## src/rtl/cpu_region_decoder.sv

```systemverilog
module cpu_region_decoder #(
  parameter int BOOT_BYTES = 2048
) (
  input  logic        clk,
  input  logic        rst_n,
  input  logic        cpu_id,
  input  logic        req_valid,
  input  logic        req_write,
  input  logic [1:0]  req_size,
  input  logic [31:0] req_addr,
  input  logic [31:0] req_wdata,
  output logic        cpu_ready,
  output logic [31:0] cpu_rdata,
  output logic        cpu_fault,
  output logic        tgt_valid,
  output logic [3:0]  tgt_sel,
  output logic        tgt_write,
  output logic [1:0]  tgt_size,
  output logic [21:0] tgt_offset,
  output logic [31:0] tgt_wdata,
  input  logic [31:0] tgt_rdata
);
  localparam logic [3:0] SEL_NONE = 4'd0, SEL_SYS = 4'd1, SEL_VID = 4'd2, SEL_PAL = 4'd3,
                         SEL_BOOT0 = 4'd4, SEL_BOOT1 = 4'd5, SEL_CART = 4'd6, SEL_FB = 4'd7,
                         SEL_SDR = 4'd8, SEL_DA0 = 4'd9, SEL_DA1 = 4'd10, SEL_PERI = 4'd11;
  localparam logic [1:0] SZ_B = 2'd0, SZ_H = 2'd1, SZ_W = 2'd2;
  localparam logic [1:0] ST_IDLE = 2'd0, ST_BEAT1 = 2'd1, ST_BEAT2 = 2'd2, ST_RESP = 2'd3;
  localparam logic [21:0] BOOT_MASK = 22'(BOOT_BYTES - 1);
  localparam logic [4:0] SLOT_DA = 5'h18, SLOT_PERI = 5'h1F;

  logic [1:0]  state;
  logic [31:0] h_addr;
  logic [15:0] h_wlo;
  logic        h_wr, h_split, h_periph, h_err;
  logic [1:0]  h_size;
  logic [31:0] acc;

  logic [31:0] d_addr;
  logic        d_wr;
  logic [4:0]  d_slot;
  logic [9:0]  d_sub;
  logic [3:0]  d_sel;
  logic [21:0] d_off;

  assign d_addr = (state == ST_IDLE) ? req_addr : (h_addr | 32'h2);
  assign d_wr   = (state == ST_IDLE) ? req_write : h_wr;
  assign d_slot = {d_addr[31:29], d_addr[26:25]};
  assign d_sub  = d_addr[17:8];

  always_comb begin
    d_sel = SEL_NONE;
    d_off = '0;
    if (d_slot[4:3] == 2'b00) begin
      case (d_slot[1:0])
        2'd0: begin
          if (d_sub == 10'h040) begin
            d_sel = SEL_SYS;  d_off = {14'd0, d_addr[7:0]};
          end else if (d_sub == 10'h041) begin
            d_sel = SEL_VID;  d_off = {14'd0, d_addr[7:0]};
          end else if (!d_wr && d_addr < 32'(BOOT_BYTES)) begin
            d_sel = cpu_id ? SEL_BOOT1 : SEL_BOOT0;
            d_off = d_addr[21:0] & BOOT_MASK;
          end else if (d_wr ? (d_addr[17:9] == 9'h021) : (d_sub == 10'h042)) begin
            d_sel = SEL_PAL;  d_off = {13'd0, d_addr[8:0]};
          end
        end
        2'd1: if (!d_wr) begin
          d_sel = SEL_CART; d_off = d_addr[21:0];
        end
        2'd2: begin d_sel = SEL_FB;  d_off = {5'd0, d_addr[16:0]}; end
        default: begin d_sel = SEL_SDR; d_off = {4'd0, d_addr[17:0]}; end
      endcase
    end else if (d_slot == SLOT_DA) begin
      d_sel = cpu_id ? SEL_DA1 : SEL_DA0;
      d_off = {10'd0, d_addr[11:0]};
    end else if (d_slot == SLOT_PERI) begin
      d_sel = SEL_PERI;
      d_off = {13'd0, d_addr[8:0]};
    end
  end

  logic        split_in;
  logic [31:0] lane, beat_data;
  assign split_in = (req_size == SZ_W) && (d_slot != SLOT_PERI);
  assign lane     = (tgt_valid && !tgt_write) ? tgt_rdata : '0;

  always_comb begin
    if (h_periph)
      case (h_size)
        SZ_B:    beat_data = {24'd0, lane[7:0]};
        SZ_H:    beat_data = {16'd0, lane[15:0]};
        default: beat_data = lane;
      endcase
    else if (h_size == SZ_B)
      beat_data = {24'd0, h_addr[0] ? lane[7:0] : lane[15:8]};
    else
      beat_data = {16'd0, lane[15:0]};
  end

  always_ff @(posedge clk or negedge rst_n) begin
    if (!rst_n) begin
      state <= ST_IDLE;
      h_addr <= '0; h_wlo <= '0; h_wr <= 1'b0; h_size <= SZ_B;
      h_split <= 1'b0; h_periph <= 1'b0; h_err <= 1'b0;
      acc <= '0;
      tgt_valid <= 1'b0; tgt_sel <= SEL_NONE; tgt_write <= 1'b0;
      tgt_size <= SZ_B; tgt_offset <= '0; tgt_wdata <= '0;
    end else begin
      case (state)
        ST_IDLE: if (req_valid) begin
          h_addr <= req_addr; h_wlo <= req_wdata[15:0]; h_wr <= req_write;
          h_size <= req_size; h_split <= split_in;
          h_periph <= (d_slot == SLOT_PERI);
          h_err <= (d_sel == SEL_NONE);
          acc <= '0;
          tgt_valid <= (d_sel != SEL_NONE);
          tgt_sel <= d_sel;
          tgt_write <= req_write;
          tgt_size <= split_in ? SZ_H : req_size;
          tgt_offset <= d_off;
          if (split_in)            tgt_wdata <= {16'd0, req_wdata[31:16]};
          else if (req_size == SZ_B) tgt_wdata <= {24'd0, req_wdata[7:0]};
          else if (req_size == SZ_H) tgt_wdata <= {16'd0, req_wdata[15:0]};
          else                     tgt_wdata <= req_wdata;
          state <= ST_BEAT1;
        end
        ST_BEAT1: begin
          if (h_split) begin
            acc[31:16] <= lane[15:0];
            tgt_valid <= (d_sel != SEL_NONE);
            tgt_sel <= d_sel;
            tgt_offset <= d_off;
            tgt_wdata <= {16'd0, h_wlo};
            h_err <= h_err | (d_sel == SEL_NONE);
            state <= ST_BEAT2;
          end else begin
            acc <= beat_data;
            tgt_valid <= 1'b0;
            state <= ST_RESP;
          end
        end
        ST_BEAT2: begin
          acc[15:0] <= lane[15:0];
          tgt_valid <= 1'b0;
          state <= ST_RESP;
        end
        default: state <= ST_IDLE;
      endcase
    end
  end

  assign cpu_ready = (state == ST_RESP);
  assign cpu_rdata = cpu_ready ? acc : '0;
  assign cpu_fault = cpu_ready && h_err;
endmodule


```

## config.mk

```make
export PLATFORM = sky130hd
export DESIGN_NAME = cpu_region_decoder
export DESIGN_NICKNAME = d
export VERILOG_FILES = /design/src/rtl/cpu_region_decoder.sv
export SDC_FILE = /design/constraint.sdc
export NUM_CORES = 1
export LEC_CHECK = 0
export ABC_AREA = 0
export BUFFER_PORTS_ARGS = -buffer_cell sky130_fd_sc_hd__buf_2
export CAP_MARGIN = 20
export CORE_MARGIN = 5
export CORE_UTILIZATION = 57
export DETAILED_ROUTE_END_ITERATION = 8
export GPL_TIMING_DRIVEN = 0
export PLACE_DENSITY = 0.86
export SYNTH_ARGS = -nofsm -noshare
export SYNTH_HDL_FRONTEND = slang
export SYNTH_SLANG_ARGS = --single-unit
```

## constraint.sdc

```tcl
create_clock -name clk -period 6.8 [get_ports clk]
set_input_delay 0.68 -clock clk [delete_from_list [all_inputs] [get_ports clk]]
set_output_delay 0.68 -clock clk [all_outputs]
set_load 0.02 [all_outputs]
```

==> run_results.csv, run 1 <==
group,metric,value,unit
run_status,status,"completed",
place,gp_congestion,0.911,
final_layout,diodes,0,
global_routing,grt_pass1_wl,32600,um
global_routing,grt_max_degree,77,
timing,rsz0062_at_grt,"false",
final_layout,final_common_cell,"buf_2",
yosys,yosysTopAreaCell,"dfrtp_1",
yosys,ys.flop_type,"dfrtp_1",
timing,hold_viol_final,0,
pwr,power.total,0.00419,W
timing,fin_worst_skew,0.00980,ns
timing,maxSlewViolCount,0,
yosys,postSynthCellCount,677,
pwr,leakagePower,4.38,nW
run,max_cap_violations,0,
cts,post_cts_resized,0,
cts,postCtsSetupRepairBufs,0,
final_layout,mostFrequentLayoutCells,"buf_2 (200), dfrtp_1 (148), nand2_1 (75), mux2_2 (53), o21ai_0 (45)",
setup_path,crit_type,"register to register",
setup_path,reg2reg_depth,11,
timing,setup_viol,0,
yosys,seq_area_frac_synth,50.8,%
global_routing,antenna_found_initial,1,
timing,max_freq,310,MHz
yosys,ys_async_sr_fraction,100,%
pwr,ir_drop,0.341,mV
place,postPlaceCellArea,0.00852,mm^2
cts,clk_path_buf_depth,2,
cts,cts_tree,"done",
min_path,hold_path_class,"input port to asynchronous set/reset pin",
yosys,syn_nets,784,
cts,ctsHoldBuffers,0,
cts,root_buffer,"clkbuf_16",
yosys,synth_top_area_share,50.8,%
yosys,synth.top_cells.by_area,"dfrtp_1 (51%), mux2_2 (8.2%), nand2_1 (3.9%)",
timing,worstMarginPinSlew,0.861,ns
final_layout,syn2layout_area_growth,25.2,%
floorplan,core,0.0126,mm^2
setup_path,crit_arrival,3.58,ns
detailed_routing,first_pass_iters,6,
floorplan,start_util,58.0,%
place,dp_hpwl,15100,um
global_routing,grt_pass1_vias,6465,
timing,finalSetupTns,0,ns
final_layout,drive_above_1_share,35.3,%
setup_path,r2r-end,"tgt_sel[1]",
setup_path,critical_path.reg2reg.startpoint,"state[0]",
setup_path,cp-start-kind,"register",
cts,htreeDepth,4,
yosys,avgSynthCellArea,10.8,um^2
global_routing,overflow,0,
yosys,synth_edf_count,0,
detailed_routing,dr.first_iter.drc_count,595,
detailed_routing,ant_nets,0,
place,io_buffers,197,
floorplan,fp.dieH,123,um
floorplan,rows,41,
floorplan,die_area,0.0151,mm^2
detailed_routing,wl_per_cell,19.2,um
cts,cts_made_buffers,17,
detailed_routing,drc,0,
detailed_routing,wirelength,20800,um
pwr,p_per_area,460,mW/mm^2
yosys,synth_area,0.00729,mm^2
final_layout,postLayoutCellArea,0.00912,mm^2
floorplan,die_w,123,um
setup_path,r2r_slack,3.58,ns
timing,whs,0.242,ns
yosys,synth_seq_cells,148,
setup_path,worst_ep_required_time,7.16,ns
detailed_routing,vias,6467,
yosys,ys.warnings.count,0,
timing,min_period,3.22,ns
yosys,synth.distinct_cells,61,
setup_path,crit_path_end_kind,"register",
cts,clk_latency,0.43,ns
setup_path,crit_fanout,10,
cts,clk_pin_slew,0.07,ns
final_layout,final_nets,1001,
global_routing,track_usage,27.8,%
detailed_routing,via_per_inst,5.99,
timing,slew_headroom,42.6,%
timing,fin_crit_sh,47.4,%
cts,clock_sinks,148,
floorplan,ioPinCount,199,
## area by class of cell
cell class                 count  area [um^2]
buffer                        49          233
clock buffer                  17          425
clock inverter                15          174
fill                         926         3450
inverter                       6         22.5
multi-input combinational    474         3330
sequential                   148         3700
tap                          172          215
timing repair buffer         198         1020
## synthesized netlist by cell type, types with 5 or more instances
| library cell | n |
|---|---|
| nor2b_1 | 6 |
| and3_1 | 8 |
| nor4_1 | 5 |
| dfrtp_1 | 148 |
| mux2i_1 | 28 |
| a32oi_1 | 24 |
| nand3_1 | 27 |
| nand2_1 | 75 |
| and2_1 | 34 |
| clkbuf_1 | 33 |
| a22o_1 | 19 |
| o21ai_0 | 45 |
| nor2_1 | 29 |
| a32o_1 | 9 |
| buf_1 | 7 |
| mux2_2 | 53 |
| a21oi_1 | 17 |
| inv_1 | 6 |
| o211ai_1 | 19 |
| a211oi_2 | 7 |
## metal layers
layer / share of wire (%) / global-route usage, % / wire (um) / vias up
met5: 0.063 / 0 / 13 / -
met4: 2.2 / 9.48 / 453 / 2
met3: 9.6 / 9.01 / 1980 / 46
met2: 48 / 45.6 / 10000 / 324
met1: 40 / 34.8 / 8270 / 3155
li1: - / - / - / 2940
## kinds of logic after synthesis
logic type	synth area share, %
AO/OA/AOI/OAI	17.4
buffers and inverters	3.50
multiplexers	12.0
flip-flops	50.8
adder cells (fa/ha/maj)	0.687
AND/OR/NAND/NOR	15.5
## sequential cells by signal, summed over array words and instances, names as in the netlist
signal	count
acc	32
tgt_size	2
h_err	1
h_wr	1
tgt_wdata	32
state	2
h_split	1
h_size	2
tgt_offset	22
h_wlo	16
tgt_valid	1
h_periph	1
tgt_sel	4
h_addr	31
## metrics by stage
step | worst slack (ns) | instances | utilization, %
after CTS | 3.58 | 1079 | 72.6
after floorplan | 4.30 | 677 | -
after detailed placement | 3.60 | 1047 | 67.8
final | 3.58 | 1079 | 72.6
after global routing | 3.35 | 1079 | 72.6
after global placement | 2.91 | 1046 | 67.5
## report_power, final
part           switching, W  internal (W)
clock network      0.000406      0.000550
registers          0.000193       0.00119
logic               0.00114      0.000707
## worst max-delay path by stage
stage,start,end,depth (start not counted)
4_1_cts,state[0],tgt_sel[1],11
6_report,state[0],tgt_sel[1],11
5_1_grt,state[0],tgt_sel[1],11
3_3_place_gp,rst_n,h_addr[20],1
3_5_place_dp,state[0],tgt_sel[1],11
2_1_floorplan,h_wr,h_err,6
## critical path, stage by stage, from the launching register on
cell and delay (ns):
dfrtp_1 0.43, inv_1 0.10, ha_1 0.32, clkbuf_8 0.24
clkbuf_8 0.17, clkbuf_8 0.17, nor2_1 0.06, nor3_1 0.25
clkbuf_1 0.47, clkbuf_1 0.57, o21ai_0 0.26, nand2_1 0.12
Power figures use the tool's default switching activity.
==> run 2, diff against run 1 <==
--- a/config.mk
+++ b/config.mk
@@ -9,10 +9,10 @@
 export BUFFER_PORTS_ARGS = -buffer_cell sky130_fd_sc_hd__buf_2
 export CAP_MARGIN = 20
 export CORE_MARGIN = 5
-export CORE_UTILIZATION = 57
+export CORE_UTILIZATION = 48
 export DETAILED_ROUTE_END_ITERATION = 8
 export GPL_TIMING_DRIVEN = 0
-export PLACE_DENSITY = 0.86
+export PLACE_DENSITY = 0.77
 export SYNTH_ARGS = -nofsm -noshare
 export SYNTH_HDL_FRONTEND = slang
 export SYNTH_SLANG_ARGS = --single-unit
==> constraint.sdc (replaced) <==
create_clock -name clk -period 2.86 [get_ports clk]
set_input_delay 0.286 -clock clk [delete_from_list [all_inputs] [get_ports clk]]
set_output_delay 0.286 -clock clk [all_outputs]
set_load 0.02 [all_outputs]
==> run 2 against run 1 <==
Compared with the run above:
- non-clock buffer count increased by 4
- global-route usage down 3.4 points
- wire length is 4.1% higher
- critical path type unchanged
- setup slack got worse by 3.5 ns
- flip-flop and latch count did not move
- register-to-register slack worse by 3.5 ns
- largest power group unchanged
- highest routed layer is now met4
- critical path depth shrank 4
- sequential share of layout area shrank 0.45 points
- largest cell class unchanged
- fmax is 17% higher
- clock skew increased by 0.0024 ns
- final area up 1.1%
==> run_results.csv, run 2 (synthesis results as in run 1) <==
group,metric,value,unit
run_status,status,"completed",
floorplan,rows,45,
floorplan,fp.dieH,133,um
setup_path,cp_slowest_cell,"or4_1",
detailed_routing,wirelength,21600,um
setup_path,cp-start-kind,"register",
detailed_routing,highest_layer,"met4",
setup_path,crit_arrival,3.07,ns
timing,rsz0062_at_grt,"false",
cts,htreeDepth,4,
timing,min_period,2.75,ns
global_routing,grt_max_degree,83,
place,dp_hpwl,15700,um
min_path,hold_path_class,"input port to register",
pwr,p_per_area,1100,mW/mm^2
floorplan,die_area,0.0177,mm^2
detailed_routing,dr.first_iter.drc_count,490,
detailed_routing,drc,0,
detailed_routing,ant_nets,0,
final_layout,mostFrequentLayoutCells,"buf_2 (201), dfrtp_1 (148), nand2_1 (75), mux2_2 (53), o21ai_0 (45)",
global_routing,grt_pass1_wl,34500,um
floorplan,die_w,133,um
cts,clock_sinks,148,
timing,worstMarginPinSlew,0.766,ns
detailed_routing,first_pass_iters,8,
global_routing,track_usage,24.4,%
setup_path,max_stage_delay,0.55,ns
setup_path,crit_type,"register to register",
place,gp_congestion,0.902,
final_layout,syn2layout_area_growth,26.6,%
cts,root_buffer,"clkbuf_16",
floorplan,start_util,48.5,%
timing,fin_crit_sh,96.2,%
timing,setup_viol,0,
setup_path,crit_chain,"or4_1 -> or4_4 -> a2111oi_4 -> or4b_4 -> a31oi_4 -> buf_12 -> a21o_1",
setup_path,worst_ep_required_time,3.18,ns
pwr,ir_drop,0.697,mV
detailed_routing,vias,6482,
cts,clk_pin_slew,0.06,ns
detailed_routing,met1Wirelength,9040,um
setup_path,crit_fanout,9,
timing,hold_viol_final,0,
detailed_routing,wl_per_cell,19.7,um
setup_path,crit_path_end_kind,"register",
final_layout,final_nets,1005,
detailed_routing,wl_met3,1720,um
timing,finalSetupTns,0,ns
cts,cts_tree,"done",
place,io_buffers,197,
final_layout,reg_top3,"acc: 32 flops, tgt_wdata: 32 flops, h_addr: 31 flops",
pwr,leakagePower,4.44,nW
global_routing,overflow,0,
timing,fin_worst_skew,0.0122,ns
timing,maxSlewViolCount,0,
cts,clk_path_buf_depth,2,
floorplan,core,0.0150,mm^2
final_layout,fin_util,61.4,%
run,max_cap_violations,0,
cts,cts_made_buffers,17,
timing,max_freq,364,MHz
final_layout,drive_above_1_share,36.9,%
detailed_routing,via_per_inst,5.90,
global_routing,grt_pass1_vias,6532,
final_layout,final_common_cell,"buf_2",
cts,clk_latency,0.43,ns
timing,slew_headroom,48.9,%
floorplan,ioPinCount,199,
global_routing,antenna_found_initial,0,
detailed_routing,wl_met2,10300,um
[run 2: changes by cell type in the layout (fill, tap and decap cells not counted), sizes merged, moves of 2 or more]
cell / delta
clkinv: +2
inv: -3
clkinvlp: -3
buf: +4
[run 2: where the power goes]
group / internal (W) / leakage, nW / switching, W
sequential: 0.00284 / 1.91 / 0.000467
clock: 0.00139 / 0.286 / 0.000898
combinational: 0.00178 / 2.25 / 0.00280
[run 2: per-stage QoR]
step / power, W / hold slack [ns] / setup slack, ns / cell area [um^2] / std cells
floorplan: 0.00629 / -0.00959 / 0.359 / 7290 / 677
global placement: 0.00761 / 0.453 / -0.718 / 8510 / 1062
detailed placement: 0.00774 / 0.336 / -0.329 / 8540 / 1063
CTS: 0.0101 / 0.0769 / 0.0347 / 9190 / 1097
global route: 0.0107 / 0.0868 / 0.00562 / 9220 / 1098
finish: 0.0102 / 0.0899 / 0.109 / 9220 / 1099
[run 2: timing repair]
| action | in CTS | in global routing |
|---|---|---|
| buffers inserted | 2 | 1 |
| pin swaps | 2 | 1 |
| hold endpoints to repair | 66 | 0 |
| hold buffers | 1 | 0 |
| gates resized for setup | 9 | 13 |
| setup endpoints to repair | 63 | 32 |
[run 2: per-layer routing]
| layer | GRT usage [%] | vias up |
|---|---|---|
| met5 | 0 | - |
| met4 | 8.11 | 0 |
| met3 | 7.06 | 47 |
| met2 | 39.8 | 294 |
| met1 | 31.5 | 3201 |
| li1 | - | 2940 |
[run 2: final cells by class]
cell class | count | area (um^2)
buffer | 49 | 246
fill | 1293 | 5810
tap | 188 | 235
clock inverter | 12 | 154
antenna | 1 | 2.50
sequential | 148 | 3700
multi-input combinational | 474 | 3350
inverter | 6 | 22.5
timing repair buffer | 202 | 1060
clock buffer | 19 | 443
[run 2: critical path: cells and delay by family, from the launching register on]
kind,cells,cell delay [ns]
AND/OR/NAND/NOR,3,1.23
AO/OA/AOI/OAI,3,0.77
flip-flops,1,0.47
buffers and inverters,1,0.16
[run 2: path summary, 6_finish.rpt]
| kind | start | endpoint | slack [ns] | cells past startpoint |
|---|---|---|---|---|
| worst max-delay path | h_wr | h_err | 0.11 | 7 |
| worst min-delay path | req_wdata[24] | tgt_wdata[24] | 0.09 | 2 |
| worst max register to register | h_wr | h_err | 0.11 | 7 |
| worst min register to register | acc[19] | acc[19] | 0.47 | 2 |
| max in group asynchronous | rst_n | tgt_offset[11] | 1.59 | 3 |
| min in group asynchronous | rst_n | h_wlo[8] | 0.45 | 2 |
==> run 3, diff against run 2 <==
--- a/config.mk
+++ b/config.mk
@@ -13,6 +13,7 @@
 export DETAILED_ROUTE_END_ITERATION = 8
 export GPL_TIMING_DRIVEN = 0
 export PLACE_DENSITY = 0.77
+export REMOVE_ABC_BUFFERS = 1
 export SYNTH_ARGS = -nofsm -noshare
 export SYNTH_HDL_FRONTEND = slang
 export SYNTH_SLANG_ARGS = --single-unit
==> run 3 against run 2 <==
Compared with the run above:
- global-route usage is 2.1 points lower
- first-iteration DRC count is 19% lower
- clock-buffer cell count is 4 higher
- flip-flop and latch count stayed put
- combinational power is 2% lower
- via count is 6.3% lower
- core utilization is 0.14 points higher
- clock power is 4% higher
- final area is 0.23% higher
- final cell count is 3.2% lower
- critical path type unchanged
- largest power group unchanged
==> run_results.csv, run 3 (synthesis results as in run 1) <==
group,metric,value,unit
detailed_routing,dr.first_iter.drc_count,396,
final_layout,drive_above_1_share,38.2,%
global_routing,antenna_found_initial,0,
cts,clk_path_buf_depth,2,
place,gp_congestion,0.843,
cts,clk_latency,0.41,ns
detailed_routing,vias,6073,
floorplan,die_area,0.0177,mm^2
cts,cts_tree,"done",
final_layout,final_common_cell,"buf_2",
setup_path,max_stage_delay,0.55,ns
floorplan,core,0.0150,mm^2
setup_path,crit_path_end_kind,"register",
cts,cts_made_buffers,17,
pwr,power.total,0.0102,W
setup_path,crit_chain,"inv_1 -> ha_4 -> buf_12 -> or3_2 -> a2bb2oi_2 -> a2111oi_4 -> or4b_4 -> a31oi_4 -> buf_12 -> a21o_1",
final_layout,reg_top3,"acc: 32 flops, tgt_wdata: 32 flops, h_addr: 31 flops",
timing,hold_viol_final,0,
setup_path,cp-start-kind,"register",
final_layout,mostFrequentLayoutCells,"buf_2 (197), dfrtp_1 (148), nand2_1 (74), mux2_2 (53), o21ai_0 (45)",
cts,root_buffer,"clkbuf_16",
floorplan,rows,45,
setup_path,worst_ep_required_time,3.17,ns
final_layout,syn2layout_area_growth,26.8,%
setup_path,crit_arrival,3.09,ns
detailed_routing,wirelength,19700,um
timing,slew_headroom,39.9,%
final_layout,final_nets,971,
floorplan,ioPinCount,199,
run,max_cap_violations,0,
setup_path,path_buf_inv,3,
place,dp_cells,1022,
detailed_routing,first_pass_iters,5,
detailed_routing,drc,0,
setup_path,cp_common_cell,"buf_12",
detailed_routing,wl_per_cell,18.6,um
setup_path,crit_type,"register to register",
floorplan,fp.dieH,133,um
final_layout,fin_util,61.5,%
final_layout,instances_no_fill,1064,
setup_path,crit_fanout,47,
setup_path,path_delay_family,"simple AND/OR/NAND/NOR gates",
min_path,hold_path_class,"input port to register",
pwr,p_per_area,1100,mW/mm^2
floorplan,start_util,48.5,%
pwr,ir_drop,0.525,mV
timing,setup_viol,0,
timing,worstMarginPinSlew,0.899,ns
pwr,leakagePower,4.45,nW
final_layout,diodes,0,
detailed_routing,via_per_inst,5.71,
timing,fin_worst_skew,0.00751,ns
timing,max_freq,359,MHz
run_status,status,"completed",
global_routing,track_usage,22.3,%
cts,htreeDepth,4,
timing,maxSlewViolCount,0,
place,dp_hpwl,13300,um
final_layout,postLayoutCellArea,0.00925,mm^2
cts,clock_sinks,148,
timing,fin_crit_sh,97.5,%
place,postPlaceCellArea,0.00845,mm^2
global_routing,grt_pass1_wl,32200,um
global_routing,grt_max_degree,99,
cts,clk_pin_slew,0.06,ns
setup_path,cp_slowest_cell,"or3_2",
place,io_buffers,198,
final_layout,nFillCells,1296,
timing,min_period,2.79,ns
global_routing,grt_pass1_vias,6238,
detailed_routing,ant_nets,0,
floorplan,die_w,133,um
global_routing,overflow,0,
## run 3: worst paths after layout
kind / start / to / slack (ns) / cells past startpoint
worst max-delay path: state[0] / h_err / 0.07 / 10
worst min-delay path: req_wdata[24] / tgt_wdata[24] / 0.11 / 2
worst max register to register: state[0] / h_err / 0.07 / 10
worst min register to register: tgt_sel[1] / tgt_sel[1] / 0.46 / 2
max in group asynchronous: rst_n / h_addr[28] / 1.62 / 3
min in group asynchronous: rst_n / tgt_wdata[24] / 0.40 / 2
## run 3: area by class of cell
cell class / count / area (um^2) / area share, %
Tap cell: 188 / 235 / 2.54
Clock buffer: 23 / 488 / 5.28
Sequential cell: 148 / 3700 / 40.1
Inverter: 6 / 22.5 / 0.244
Timing Repair Buffer: 217 / 1250 / 13.5
Multi-Input combinational cell: 474 / 3400 / 36.8
Clock inverter: 8 / 146 / 1.58
## run 3: power breakdown
| group | leakage [nW] | switching (W) | internal, W |
|---|---|---|---|
| Clock | 0.310 | 0.000842 | 0.00155 |
| Sequential | 1.91 | 0.000472 | 0.00284 |
| Combinational | 2.23 | 0.00264 | 0.00184 |
## run 3: per-stage QoR
step	setup TNS, ns	setup WS [ns]	hold slack [ns]
4_1_cts	0	0.0138	0.0905
3_3_place_gp	-527.69	-4.90	0.449
6_report	0	0.0728	0.109
2_1_floorplan	-179.84	-2.46	-0.00959
3_5_place_dp	-22.46	-0.605	0.265
5_1_grt	-0.00123	-0.00123	0.0867
## run 3: worst register-to-register path, cell delays in order, from the launching register on
cell and delay (ns):
dfrtp_1 0.44, inv_1 0.14, ha_4 0.22, buf_12 0.19, or3_2 0.56, a2bb2oi_2 0.17, a2111oi_4 0.34, or4b_4 0.24
a31oi_4 0.09, buf_12 0.16, a21o_1 0.15
## run 3: repair_timing
action                                 4_1_cts  5_1_grt
setup buffers                                7        2
setup endpoints to repair                   72       47
hold buffers                                 1        0
pin swaps                                    4        2
endpoints found under the hold margin       50        0
gates resized for setup                      4        3
## run 3: layer usage
metal | wire (um) | global-route usage [%] | share of wire (%) | up-vias
met4 | 209 | 5.71 | 1.1 | 0
met2 | 9730 | 36.7 | 49 | 205
met5 | 0 | 0 | 0 | -
met3 | 1410 | 6.08 | 7.1 | 19
li1 | - | - | - | 2855
met1 | 8390 | 29.4 | 43 | 2994
